**src/rtl/dbg_cmp_pkg.sv**
```systemverilog
package dbg_cmp_pkg;

  localparam int unsigned DATA_W     = 32;
  localparam int unsigned REG_IDX_W  = 6;
  localparam int unsigned SLOT_IDX_W = 4;
  localparam int unsigned SEL_W      = 8;

  typedef enum logic [1:0] {
    RK_BVAL = 2'd0,
    RK_BCTL = 2'd1,
    RK_WVAL = 2'd2,
    RK_WCTL = 2'd3
  } reg_kind_e;

  typedef enum logic [1:0] {
    CAUSE_NONE  = 2'd0,
    CAUSE_BKPT  = 2'd1,
    CAUSE_WATCH = 2'd2
  } evt_cause_e;

  typedef struct packed {
    logic       mism;
    logic [3:0] sel;
    logic       prv;
    logic       usr;
    logic       en;
  } bkpt_ctl_t;

  typedef struct packed {
    logic [SEL_W-1:0] sel;
    logic             st;
    logic             ld;
    logic             prv;
    logic             usr;
    logic             en;
  } watch_ctl_t;

  function automatic bkpt_ctl_t bkpt_ctl_unpack(input logic [DATA_W-1:0] w);
    bkpt_ctl_t c;
    c.en   = w[0];
    c.usr  = w[1];
    c.prv  = w[2];
    c.sel  = w[8:5];
    c.mism = w[13];
    return c;
  endfunction

  function automatic logic [DATA_W-1:0] bkpt_ctl_pack(input bkpt_ctl_t c);
    logic [DATA_W-1:0] w;
    w      = '0;
    w[0]   = c.en;
    w[1]   = c.usr;
    w[2]   = c.prv;
    w[8:5] = c.sel;
    w[13]  = c.mism;
    return w;
  endfunction

  function automatic watch_ctl_t watch_ctl_unpack(input logic [DATA_W-1:0] w);
    watch_ctl_t c;
    c.en  = w[0];
    c.usr = w[1];
    c.prv = w[2];
    c.ld  = w[3];
    c.st  = w[4];
    c.sel = w[12:5];
    return c;
  endfunction

  function automatic logic [DATA_W-1:0] watch_ctl_pack(input watch_ctl_t c);
    logic [DATA_W-1:0] w;
    w       = '0;
    w[0]    = c.en;
    w[1]    = c.usr;
    w[2]    = c.prv;
    w[3]    = c.ld;
    w[4]    = c.st;
    w[12:5] = c.sel;
    return w;
  endfunction

  function automatic logic priv_allowed(input logic usr_ok, input logic prv_ok,
                                        input logic acc_priv);
    return acc_priv ? prv_ok : usr_ok;
  endfunction

endpackage

```
**src/rtl/dbg_cfg_regs.sv**
```systemverilog
module dbg_cfg_regs
  import dbg_cmp_pkg::*;
#(
  parameter int NUM_BKPT        = 4,
  parameter int NUM_WATCH       = 2,
  parameter int ADDR_W          = 32,
  parameter bit HAS_DWORD_WATCH = 1'b1
) (
  input  logic                              clk,
  input  logic                              rst_n,
  input  logic                              reg_we,
  input  logic [REG_IDX_W-1:0]              reg_idx,
  input  logic [DATA_W-1:0]                 reg_wdata,
  output logic [DATA_W-1:0]                 reg_rdata,
  output logic [NUM_BKPT-1:0][ADDR_W-3:0]   bval,
  output bkpt_ctl_t [NUM_BKPT-1:0]          bctl,
  output logic [NUM_WATCH-1:0][ADDR_W-3:0]  wval,
  output watch_ctl_t [NUM_WATCH-1:0]        wctl
);

  localparam int VAL_W = ADDR_W - 2;

  reg_kind_e               kind;
  logic [SLOT_IDX_W-1:0]   slot;

  logic [NUM_BKPT-1:0][VAL_W-1:0]  bval_q, bval_d;
  bkpt_ctl_t [NUM_BKPT-1:0]        bctl_q, bctl_d;
  logic [NUM_WATCH-1:0][VAL_W-1:0] wval_q, wval_d;
  watch_ctl_t [NUM_WATCH-1:0]      wctl_q, wctl_d;

  bkpt_ctl_t  bctl_wr;
  watch_ctl_t wctl_wr;

  assign kind = reg_kind_e'(reg_idx[5:4]);
  assign slot = reg_idx[SLOT_IDX_W-1:0];

  assign bctl_wr = bkpt_ctl_unpack(reg_wdata);

  always_comb begin
    wctl_wr = watch_ctl_unpack(reg_wdata);
    if (!HAS_DWORD_WATCH) begin
      wctl_wr.sel[SEL_W-1:4] = '0;
    end
  end

  // next-state
  always_comb begin
    bval_d = bval_q;
    bctl_d = bctl_q;
    wval_d = wval_q;
    wctl_d = wctl_q;
    if (reg_we) begin
      for (int i = 0; i < NUM_BKPT; i++) begin
        if (slot == SLOT_IDX_W'(i)) begin
          if (kind == RK_BVAL) bval_d[i] = reg_wdata[ADDR_W-1:2];
          if (kind == RK_BCTL) bctl_d[i] = bctl_wr;
        end
      end
      for (int j = 0; j < NUM_WATCH; j++) begin
        if (slot == SLOT_IDX_W'(j)) begin
          if (kind == RK_WVAL) wval_d[j] = reg_wdata[ADDR_W-1:2];
          if (kind == RK_WCTL) wctl_d[j] = wctl_wr;
        end
      end
    end
  end

  // state
  always_ff @(posedge clk or negedge rst_n) begin
    if (!rst_n) begin
      bval_q <= '0;
      bctl_q <= '0;
      wval_q <= '0;
      wctl_q <= '0;
    end else if (reg_we) begin
      bval_q <= bval_d;
      bctl_q <= bctl_d;
      wval_q <= wval_d;
      wctl_q <= wctl_d;
    end
  end

  // read path
  always_comb begin
    reg_rdata = '0;
    for (int i = 0; i < NUM_BKPT; i++) begin
      if (slot == SLOT_IDX_W'(i)) begin
        if (kind == RK_BVAL) reg_rdata[ADDR_W-1:2] = bval_q[i];
        if (kind == RK_BCTL) reg_rdata = bkpt_ctl_pack(bctl_q[i]);
      end
    end
    for (int j = 0; j < NUM_WATCH; j++) begin
      if (slot == SLOT_IDX_W'(j)) begin
        if (kind == RK_WVAL) reg_rdata[ADDR_W-1:2] = wval_q[j];
        if (kind == RK_WCTL) reg_rdata = watch_ctl_pack(wctl_q[j]);
      end
    end
  end

  assign bval = bval_q;
  assign bctl = bctl_q;
  assign wval = wval_q;
  assign wctl = wctl_q;

  // a write aimed past the built breakpoint slots leaves the bank untouched
  assert_unimpl_bkpt_write_R2 : assert property (@(posedge clk) disable iff (!rst_n)
    (reg_we && (kind == RK_BVAL || kind == RK_BCTL) && int'(slot) >= NUM_BKPT)
      |=> ($stable(bval_q) && $stable(bctl_q)));

  assert_unimpl_watch_write_R2 : assert property (@(posedge clk) disable iff (!rst_n)
    (reg_we && (kind == RK_WVAL || kind == RK_WCTL) && int'(slot) >= NUM_WATCH)
      |=> ($stable(wval_q) && $stable(wctl_q)));

endmodule

```
**src/rtl/dbg_bkpt_slot.sv**
```systemverilog
module dbg_bkpt_slot
  import dbg_cmp_pkg::*;
#(
  parameter int ADDR_W = 32
) (
  input  logic [ADDR_W-3:0] val,
  input  bkpt_ctl_t         ctl,
  input  logic              acc_valid,
  input  logic [ADDR_W-1:0] acc_addr,
  input  logic              acc_priv,
  output logic              hit
);

  logic addr_eq;
  logic lane_on;
  logic raw_match;
  logic gate_ok;

  assign addr_eq   = (val == acc_addr[ADDR_W-1:2]);
  assign lane_on   = ctl.sel[acc_addr[1:0]];
  assign raw_match = addr_eq & lane_on;
  assign gate_ok   = acc_valid & ctl.en & priv_allowed(ctl.usr, ctl.prv, acc_priv);
  assign hit       = gate_ok & (ctl.mism ? ~raw_match : raw_match);

endmodule

```
**src/rtl/dbg_watch_slot.sv**
```systemverilog
module dbg_watch_slot
  import dbg_cmp_pkg::*;
#(
  parameter int ADDR_W          = 32,
  parameter bit HAS_DWORD_WATCH = 1'b1
) (
  input  logic [ADDR_W-3:0] val,
  input  watch_ctl_t        ctl,
  input  logic              acc_valid,
  input  logic [ADDR_W-1:0] acc_addr,
  input  logic              acc_write,
  input  logic              acc_priv,
  output logic              hit
);

  logic addr_eq;
  logic lane_on;
  logic dir_ok;

  generate
    if (HAS_DWORD_WATCH) begin : g_dword
      logic dw_mode;
      logic hi_eq;
      assign dw_mode = |ctl.sel[SEL_W-1:4];
      assign hi_eq   = (val[ADDR_W-3:1] == acc_addr[ADDR_W-1:3]);
      assign addr_eq = dw_mode ? hi_eq : (hi_eq & (val[0] == acc_addr[2]));
      assign lane_on = dw_mode ? ctl.sel[acc_addr[2:0]]
                               : ctl.sel[{1'b0, acc_addr[1:0]}];
    end else begin : g_word
      assign addr_eq = (val == acc_addr[ADDR_W-1:2]);
      assign lane_on = ctl.sel[{1'b0, acc_addr[1:0]}];
    end
  endgenerate

  assign dir_ok = acc_write ? ctl.st : ctl.ld;
  assign hit    = acc_valid & ctl.en & priv_allowed(ctl.usr, ctl.prv, acc_priv)
                & dir_ok & addr_eq & lane_on;

endmodule

```
**src/rtl/dbg_cmp_bank.sv**
```systemverilog
module dbg_cmp_bank
  import dbg_cmp_pkg::*;
#(
  parameter int NUM_BKPT        = 4,
  parameter int NUM_WATCH       = 2,
  parameter int ADDR_W          = 32,
  parameter bit HAS_DWORD_WATCH = 1'b1
) (
  input  logic                  clk,
  input  logic                  rst_n,
  input  logic                  reg_we,
  input  logic [5:0]            reg_idx,
  input  logic [31:0]           reg_wdata,
  output logic [31:0]           reg_rdata,
  output logic [31:0]           cfg_id,
  input  logic                  fetch_valid,
  input  logic [ADDR_W-1:0]     fetch_addr,
  input  logic                  fetch_priv,
  input  logic                  data_valid,
  input  logic [ADDR_W-1:0]     data_addr,
  input  logic                  data_write,
  input  logic                  data_priv,
  output logic [NUM_BKPT-1:0]   bkpt_hit,
  output logic [NUM_WATCH-1:0]  watch_hit,
  output logic                  dbg_event,
  output logic [1:0]            evt_cause
);

  localparam int VAL_W = ADDR_W - 2;

  logic [NUM_BKPT-1:0][VAL_W-1:0]  bval;
  bkpt_ctl_t [NUM_BKPT-1:0]        bctl;
  logic [NUM_WATCH-1:0][VAL_W-1:0] wval;
  watch_ctl_t [NUM_WATCH-1:0]      wctl;

  logic [NUM_BKPT-1:0]  bhit_d, bhit_q;
  logic [NUM_WATCH-1:0] whit_d, whit_q;
  logic                 evt_d, evt_q;
  evt_cause_e           cause_d, cause_q;

  assign cfg_id = {4'(NUM_WATCH - 1), 4'(NUM_BKPT - 1), 24'd0};

  dbg_cfg_regs #(
    .NUM_BKPT        (NUM_BKPT),
    .NUM_WATCH       (NUM_WATCH),
    .ADDR_W          (ADDR_W),
    .HAS_DWORD_WATCH (HAS_DWORD_WATCH)
  ) regs_i (
    .clk       (clk),
    .rst_n     (rst_n),
    .reg_we    (reg_we),
    .reg_idx   (reg_idx),
    .reg_wdata (reg_wdata),
    .reg_rdata (reg_rdata),
    .bval      (bval),
    .bctl      (bctl),
    .wval      (wval),
    .wctl      (wctl)
  );

  generate
    for (genvar b = 0; b < NUM_BKPT; b++) begin : g_bkpt
      dbg_bkpt_slot #(.ADDR_W(ADDR_W)) slot_i (
        .val       (bval[b]),
        .ctl       (bctl[b]),
        .acc_valid (fetch_valid),
        .acc_addr  (fetch_addr),
        .acc_priv  (fetch_priv),
        .hit       (bhit_d[b])
      );

      assert_off_bkpt_silent_R5 : assert property (@(posedge clk) disable iff (!rst_n)
        !bctl[b].en |=> !bkpt_hit[b]);
    end

    for (genvar w = 0; w < NUM_WATCH; w++) begin : g_watch
      dbg_watch_slot #(
        .ADDR_W          (ADDR_W),
        .HAS_DWORD_WATCH (HAS_DWORD_WATCH)
      ) slot_i (
        .val       (wval[w]),
        .ctl       (wctl[w]),
        .acc_valid (data_valid),
        .acc_addr  (data_addr),
        .acc_write (data_write),
        .acc_priv  (data_priv),
        .hit       (whit_d[w])
      );

      assert_off_watch_silent_R5 : assert property (@(posedge clk) disable iff (!rst_n)
        !wctl[w].en |=> !watch_hit[w]);
    end
  endgenerate

  // next-state for the result stage
  always_comb begin
    evt_d = (|bhit_d) | (|whit_d);
    if (|bhit_d) begin
      cause_d = CAUSE_BKPT;
    end else if (|whit_d) begin
      cause_d = CAUSE_WATCH;
    end else begin
      cause_d = CAUSE_NONE;
    end
  end

  always_ff @(posedge clk or negedge rst_n) begin
    if (!rst_n) begin
      bhit_q  <= '0;
      whit_q  <= '0;
      evt_q   <= 1'b0;
      cause_q <= CAUSE_NONE;
    end else begin
      bhit_q  <= bhit_d;
      whit_q  <= whit_d;
      evt_q   <= evt_d;
      cause_q <= cause_d;
    end
  end

  assign bkpt_hit  = bhit_q;
  assign watch_hit = whit_q;
  assign dbg_event = evt_q;
  assign evt_cause = cause_q;

  assert_bkpt_after_fetch_R4 : assert property (@(posedge clk) disable iff (!rst_n)
    (|bhit_d) |=> $past(fetch_valid) && (|bkpt_hit));

  assert_watch_after_access_R8 : assert property (@(posedge clk) disable iff (!rst_n)
    (|whit_d) |=> $past(data_valid) && (|watch_hit));

  assert_bkpt_wins_cause_R11 : assert property (@(posedge clk) disable iff (!rst_n)
    (|bkpt_hit) |-> (evt_cause == CAUSE_BKPT) && dbg_event);

  assert_quiet_no_cause_R11 : assert property (@(posedge clk) disable iff (!rst_n)
    ((bkpt_hit == '0) && (watch_hit == '0)) |-> (evt_cause == CAUSE_NONE) && !dbg_event);

endmodule

```
**config.mk**
```make
export PLATFORM = sky130hd
export DESIGN_NAME = dbg_cmp_bank
export DESIGN_NICKNAME = d
export VERILOG_FILES = /design/src/rtl/dbg_cmp_pkg.sv /design/src/rtl/dbg_cfg_regs.sv /design/src/rtl/dbg_bkpt_slot.sv /design/src/rtl/dbg_watch_slot.sv /design/src/rtl/dbg_cmp_bank.sv
export SDC_FILE = /design/constraint.sdc
export NUM_CORES = 1
export LEC_CHECK = 0
export CAP_MARGIN = 20
export CORE_ASPECT_RATIO = 1.75
export CORE_MARGIN = 1
export CORE_UTILIZATION = 46
export DETAILED_ROUTE_END_ITERATION = 16
export GPL_TIMING_DRIVEN = 0
export HOLD_SLACK_MARGIN = 0.12
export MAX_ROUTING_LAYER = met4
export PLACE_DENSITY = 0.76
export SLEW_MARGIN = 10
export SYNTH_ARGS = -nofsm -noshare
export SYNTH_HDL_FRONTEND = slang
export SYNTH_HIERARCHICAL = 1
export SYNTH_SLANG_ARGS = --single-unit
```
**constraint.sdc**
```tcl
create_clock -name clk -period 3.2 [get_ports clk]
set_input_delay 0.64 -clock clk [delete_from_list [all_inputs] [get_ports clk]]
set_output_delay 0.64 -clock clk [all_outputs]
set_load 0.02 [all_outputs]
```
## Word-level counts from Yosys, hierarchy flattened

Cells that the tools add are included.
W data, S select, Z words.

| word-level totals | value |
|---|---|
| register bits after elaboration | 247 |
| bits of input ports | 110 |
| output and inout bits | 73 |
| logic and storage cells | 162 |

| cells by class | value |
|---|---|
| order comparisons | 3 |
| equality and inequality tests | 14 |
| multiplexer cells | 52 |
| bitwise logic cells | 33 |
| reduce and logical (&&, ||, !) cells | 18 |

Operator list:

| kind | count |
|---|---|
| $mux W32 | 12 |
| $mux W30 | 6 |
| $eq A30 B30 Y1 | 4 |
| $eq A29 B29 Y1 | 2 |
| $reduce_and A3 Y1 | 12 |
| $and A1 B1 Y1 | 28 |
| $mux W1 | 24 |
| $bmux W1 S2 | 6 |
| $reduce_or A4 Y1 | 3 |
| $eq A4 B2 Y1 const B | 2 |
| $bmux W1 S3 | 2 |
| $eq A2 B2 Y1 const B | 2 |
| $eq A4 B1 Y1 const B | 1 |
| $logic_not A4 Y1 | 1 |
| $lt A2 B4 Y1 const B | 1 |
| $lt A3 B4 Y1 const B | 1 |
| $mux W2 | 2 |
| $not A1 Y1 | 4 |
| $lt A2 B3 Y1 const B | 1 |
| $eq A1 B1 Y1 | 2 |
| $eq A2 B1 Y1 const B | 1 |
| $logic_not A2 Y1 | 1 |
| $reduce_or A2 Y1 | 1 |
| $or A1 B1 Y1 | 1 |

## Logic depth before layout (Yosys ltp)

| depth | value |
|---|---|
| depth in word-level cells | 19 |
| gate-level depth with buffers | 8 |
| gate-level depth less buffers | 7 |

## Modules after synthesis

Netlist, hierarchy kept.

Modules (own cells, without submodules):

| module | times used | cells an instance | area each (um2) | seq. area each (um2) |
|---|---|---|---|---|
| dbg_cfg_regs | 1 | 792 | 10,993.0 | 5,955.7 |
| dbg_bkpt_slot | 4 | 46 | 387.9 | 0.0 |
| dbg_watch_slot | 2 | 50 | 442.9 | 0.0 |
| dbg_cmp_bank | 1 | 47 | 505.5 | 225.2 |

## Worst setup path after synthesis

OpenSTA, ideal clock, no wires.

| path | value |
|---|---|
| path kind | input-to-output |
| start | input reg_idx[2] |
| end | output reg_rdata[1] |
| arrival | 2.227 ns |
| required time | 2.560 ns |
| path slack | 0.333 ns |
| stages on the path | 6 |
| path buffers | 2 |
| cells stage by stage | buf_2 > nor3b_1 > and3_1 > clkbuf_1 > a221oi_1 > o21ai_0 |

| on the way | value |
|---|---|
| word-level cells in the longest chain between the ends | 12 |
| elaborated cells between the ends (all ways) | 15 |
| those cells by class | eq/ne (3); mux (11); reduce/logical (1) |

RTL lines:

| element | line | source |
|---|---|---|
| start, declared | dbg_cmp_bank.sv:12 | `input logic [5:0] reg_idx,` |
| $logic_not A4 Y1 | dbg_cfg_regs.sv:87, dbg_cfg_regs.sv:93 |  |
| $mux W32 | dbg_cfg_regs.sv:87 | `if (slot == SLOT_IDX_W'(i)) begin` |
| $mux W32 | dbg_cfg_regs.sv:89 | `if (kind == RK_BCTL) reg_rdata = bkpt_ctl_pack(bctl_q[i]);` |
| $mux W32 | dbg_cfg_regs.sv:87 |  |
| $mux W32 | dbg_cfg_regs.sv:89 |  |
| $mux W32 | dbg_cfg_regs.sv:87 |  |
| $mux W32 | dbg_cfg_regs.sv:89 |  |
| $mux W32 | dbg_cfg_regs.sv:87 |  |
| $mux W32 | dbg_cfg_regs.sv:95 | `if (kind == RK_WCTL) reg_rdata = watch_ctl_pack(wctl_q[j]);` |
| $mux W32 | dbg_cfg_regs.sv:93 | `if (slot == SLOT_IDX_W'(j)) begin` |
| $mux W32 | dbg_cfg_regs.sv:95 |  |
| $mux W32 * | dbg_cfg_regs.sv:93 |  |
| end, declared | dbg_cmp_bank.sv:14 | `output logic [31:0] reg_rdata,` |

Every way passes the cells marked *; elsewhere a longest branch is shown, timed or not.

## Final worst setup path

| path | value |
|---|---|
| start | input fetch_addr[29] |
| end | register evt_q (netlist: dbg_event) |

| on the way | value |
|---|---|
| word-level cells in the longest chain between the ends | 7 |
| elaborated cells between the ends (all ways) | 22 |
| those cells by class | eq/ne (4); mux (4); bitwise (13); reduce/logical (1) |

RTL lines:

| element | line | source |
|---|---|---|
| start, declared | dbg_cmp_bank.sv:17 | `input logic [ADDR_W-1:0] fetch_addr,` |
| $eq A30 B30 Y1 * | dbg_bkpt_slot.sv:19 | `assign addr_eq = (val == acc_addr[ADDR_W-1:2]);` |
| $and A1 B1 Y1 * | dbg_bkpt_slot.sv:21 | `assign raw_match = addr_eq & lane_on;` |
| $not A1 Y1 | dbg_bkpt_slot.sv:23 | `assign hit = gate_ok & (ctl.mism ? ~raw_match : raw_match);` |
| $mux W1 * | dbg_bkpt_slot.sv:23 |  |
| $and A1 B1 Y1 * | dbg_bkpt_slot.sv:23 |  |
| via bhit_d[2] | dbg_cmp_bank.sv:36 | `logic [NUM_BKPT-1:0] bhit_d, bhit_q;` |
| $reduce_or A4 Y1 * | dbg_cmp_bank.sv:97 | `evt_d = (\|bhit_d) \| (\|whit_d);` |
| $or A1 B1 Y1 * | dbg_cmp_bank.sv:97 |  |
| via evt_d | dbg_cmp_bank.sv:38 | `logic evt_d, evt_q;` |
| end signal, assigned | dbg_cmp_bank.sv:116 | `evt_q <= evt_d;` |
| end, declared | dbg_cmp_bank.sv:38 |  |

Mark *: on every way through the listed nets, which the timed path passes. The rest lies on a longest branch.
A chain may end at the register's enable or synchronous reset.

==> metrics.log <==
INFO  metric status = complete, but fails checks
INFO  metric violations = negative setup slack
INFO  metric critical_path.endpoint_type = flop
INFO  metric cts.reportedPaths.clkPinSlew = around 70 ps
INFO  metric placement.io_buffers = 147
INFO  metric number_of_standard_cells_after_synthesis = between 1000 and 1500
INFO  metric static-leakage-power = 0.00814 uW
INFO  metric hold_path_class = reg -> reg
INFO  metric wl_per_cell = 27.7 um
INFO  metric setup.worst_path.start_class = primary input
INFO  metric timing.critical_path.arrival = ~3700 ps
INFO  metric final.min_clock_period = approximately 3200 ps
INFO  metric rows = 84
INFO  metric netlist.area_leader.share = 44.4%
INFO  metric totalNegativeSetupSlack = -71.0 ps
INFO  metric synth_top_cells_by_count = dfrtp_1, mux2_2, xor2_1
INFO  metric routed_via_density = 6.03
INFO  metric critPathSlowestCell = nor4_1
INFO  metric routabilityCongestion = around 1.0
INFO  metric core_region_area = between 20000 and 30000 sq um
INFO  metric via_count_of_the_first_global_routing_pass = roughly 11000
INFO  metric initial_core_util = a little under half
INFO  metric synth_warnings = 6
INFO  metric netlist.top_cell.by_area = dfrtp_1
INFO  metric critical_path_buf_inv_count = 1
INFO  metric worst-setup-path-type = in -> reg
INFO  metric globalRouteTotalUtil = about a third
INFO  metric final.setup_skew = between 10 and 15 ps
INFO  metric tightestPinTransition = approximately 1200 ps
INFO  metric fin_cells = 1746
INFO  metric postLayoutSetupSlackWorst = -40.4 ps
INFO  metric syn-mean-instance-area = 12.4 sq um
INFO  metric antenna_cells = 0
INFO  metric cts_tree = done
INFO  metric syn2layout_area_growth = 24.2%
INFO  metric placed_cells = roughly 1700
INFO  metric worst_r2r_startpoint = regs_i/bval[72]
INFO  metric die_area = between 30000 and 40000 sq um
INFO  metric yosys_register_bits = around 250
INFO  metric rsz0062_at_grt = yes
INFO  metric drt_iter0_drcs = roughly 730
INFO  metric vdd_ir_drop_max = 0.000429 V
INFO  metric power-per-cell-area = between 500 and 600 nW/um^2
INFO  metric post-synth-top-count-cell = dfrtp_1
INFO  metric fin_nets = 1451
INFO  metric worst_skew_late_latency = roughly 540 ps
INFO  metric die_y_extent = 232 um
INFO  metric route.vias.total = approximately 11000
INFO  metric timing_max_transition_violations_final = 0
INFO  metric post-route-cell-area = ~17000 sq um
INFO  metric remaining_drc_errors = 0
INFO  metric dpl-instance-area = around 16000 sq um
INFO  metric worst_ep_required_time = around 3600 ps
INFO  metric cts_num_sinks = around 250
INFO  metric synth_top_flop_cell = dfrtp_1
INFO  metric p_total = between 8000 and 9000 uW
INFO  metric synthDistinctLibCells = 57
INFO  metric max_slew_margin_vs_limit = between 20% and 30%
INFO  metric drv.max_cap_violation_count = 0
INFO  metric hold_path.startpoint = regs_i/wctl[3]
INFO  metric firstDrtPassIters = 5
INFO  metric grt_start_max_net_pins = 104
INFO  metric max_clock_freq = between 300 and 400 MHz
INFO  metric edff_count_synth = 0
INFO  metric grt_antenna_before_repair = 0
INFO  metric cts.htree.levels = 1
INFO  metric async_flop_share = between 90% and 100%
INFO  metric worst-path-max-fanout = 4
INFO  metric grt_first_pass_wirelength = 70800 um
INFO  metric numCtsBuffers = 25
INFO  metric ys_top_cells_by_area = dfrtp_1, mux2_2, xor2_1, mux4_2, mux2i_1
INFO  metric wirelength = slightly below 50000 um
INFO  metric timing.critical_path.cells = clkdlybuf4s50_1 > xor2_1 > nor4_1 > nand4_1 > o31ai_1 > a21oi_1 > or4_4 > nand2b_4
INFO  metric antenna_left = 0
INFO  metric slowest_delay = around 740 ps
INFO  metric timing_hold_violations_final = 0
INFO  metric worstSetupStartpoint = fetch_addr[29]
INFO  metric hpwl = between 30000 and 40000 um
INFO  metric gate_family_responsible_for_the_most_delay_along_the_worst_path = simple AND/OR/NAND/NOR gates
INFO  metric timing.final.setup_violations = 3
INFO  metric globalRouteOverflowTotal = 0
INFO  metric timing.final.crit_share = 101%
INFO  metric synth-seq-area-share = approximately 44%
INFO  metric die_width = around 130 um
INFO  metric hold_slack = approximately 540 ps
INFO  metric setup.reg_to_reg.worst_slack = about 270 ps
INFO  metric post_synth_design_cell_area = around 14000 sq um
INFO  metric cts_root_buffer = clkbuf_16
INFO  metric filler_cell_count = between 2000 and 3000
INFO  metric layout-drive-gt1-share = between 30% and 40%
INFO  metric io-pin-count = ~180
INFO  metric ctsLongestPathBuffers = 3
kinds of logic after synthesis:
family | Yosys count | share of synthesized area, %
multiplexers | 307 | 26.6
AND/OR/NAND/NOR | 195 | 8.54
flip-flops | 247 | 44.4
other | 2 | 0.0539
XOR/XNOR | 180 | 11.3
AO/OA/AOI/OAI | 100 | 4.94
buffers and inverters | 92 | 4.18
final timing paths:
path | to | cells past startpoint
worst max register to register | dbg_event | 7
worst min register to register | regs_i/wctl[3] | 1
worst min-delay path | regs_i/wctl[3] | 1
worst max-delay path | dbg_event | 8
max in group asynchronous | regs_i/bval[105] | 3
min in group asynchronous | regs_i/bval[3] | 2
per-stage QoR:
stage	util (%)	worst slack [ps]
finish	57.8	-40.4
global route	57.8	-33.6
CTS	57.7	-7.09
detailed placement	53.6	-1700
global placement	53.4	-8990
floorplan	-	333
routing by layer:
metal	vias up	share of wire, %	wire length [um]	global-route usage [%]
li1	4469	-	-	-
met1	5256	35	16900	34.8
met2	560	48	23300	52.8
met3	243	6.1	2950	4.87
met4	0	11	5250	29.7
met5	-	0	0	-
repair_timing:
item	CTS	global route
hold endpoints to repair	62	0
pin swaps	7	3
hold buffers	1	0
buffers inserted	8	1
endpoints found under the setup margin	36	18
resized for setup	164	19
power by group:
group          switching (uW)  total, uW  internal [uW]
Sequential                419       3940           3520
Clock                    1280       3040           1760
Combinational             843       1700            859
sequential cells by signal, indices dropped and copies added (netlist names):
signal       count
bkpt_hit         4
dbg_event        1
evt_cause        2
regs_i/bctl     32
regs_i/bval    120
regs_i/wctl     26
regs_i/wval     60
watch_hit        2
cell type report:
type / instances / area (sq um) / share of cell area [%]
flip-flops and latches: 247 / 6180 / 35.7
inverters: 2 / 7.51 / 0.0434
well taps: 387 / 484 / 2.80
plain buffers: 90 / 768 / 4.44
multi-input cells: 814 / 7470 / 43.2
clock inverters: 7 / 93.8 / 0.542
repair buffers: 161 / 1560 / 8.99
clock buffers: 38 / 744 / 4.30
worst reg2reg max path: stages, from the launching register on:
cell and delay [ps]:
dfrtp_1 410, xor2_1 150, nor4_1 730, nand4_1 420, o31ai_1 320, a21oi_1 160, or4_4 480, nand2b_4 160
cells in the final DEF, fill, tap and decap left out, drive strengths merged, types with 4 or more instances in the layout:
cell type / instances
mux2: 249
dfrtp: 247
xor2: 170
clkdlybuf4s50: 110
buf: 90
clkbuf: 63
nor4: 49
mux2i: 38
nand2: 37
nand3: 34
conb: 32
a22oi: 29
mux4: 20
o21ai: 19
dlygate4sd2: 18
nor2: 17
a21oi: 16
nor3: 15
xnor2: 10
or4: 9
nor2b: 7
clkdlybuf4s15: 7
a221oi: 7
nand3b: 6
a211oi: 5
o211ai: 5
nand2b: 5
nand4: 4
o31ai: 4
and2: 4
No activity file was read; power rests on OpenSTA's default activity.
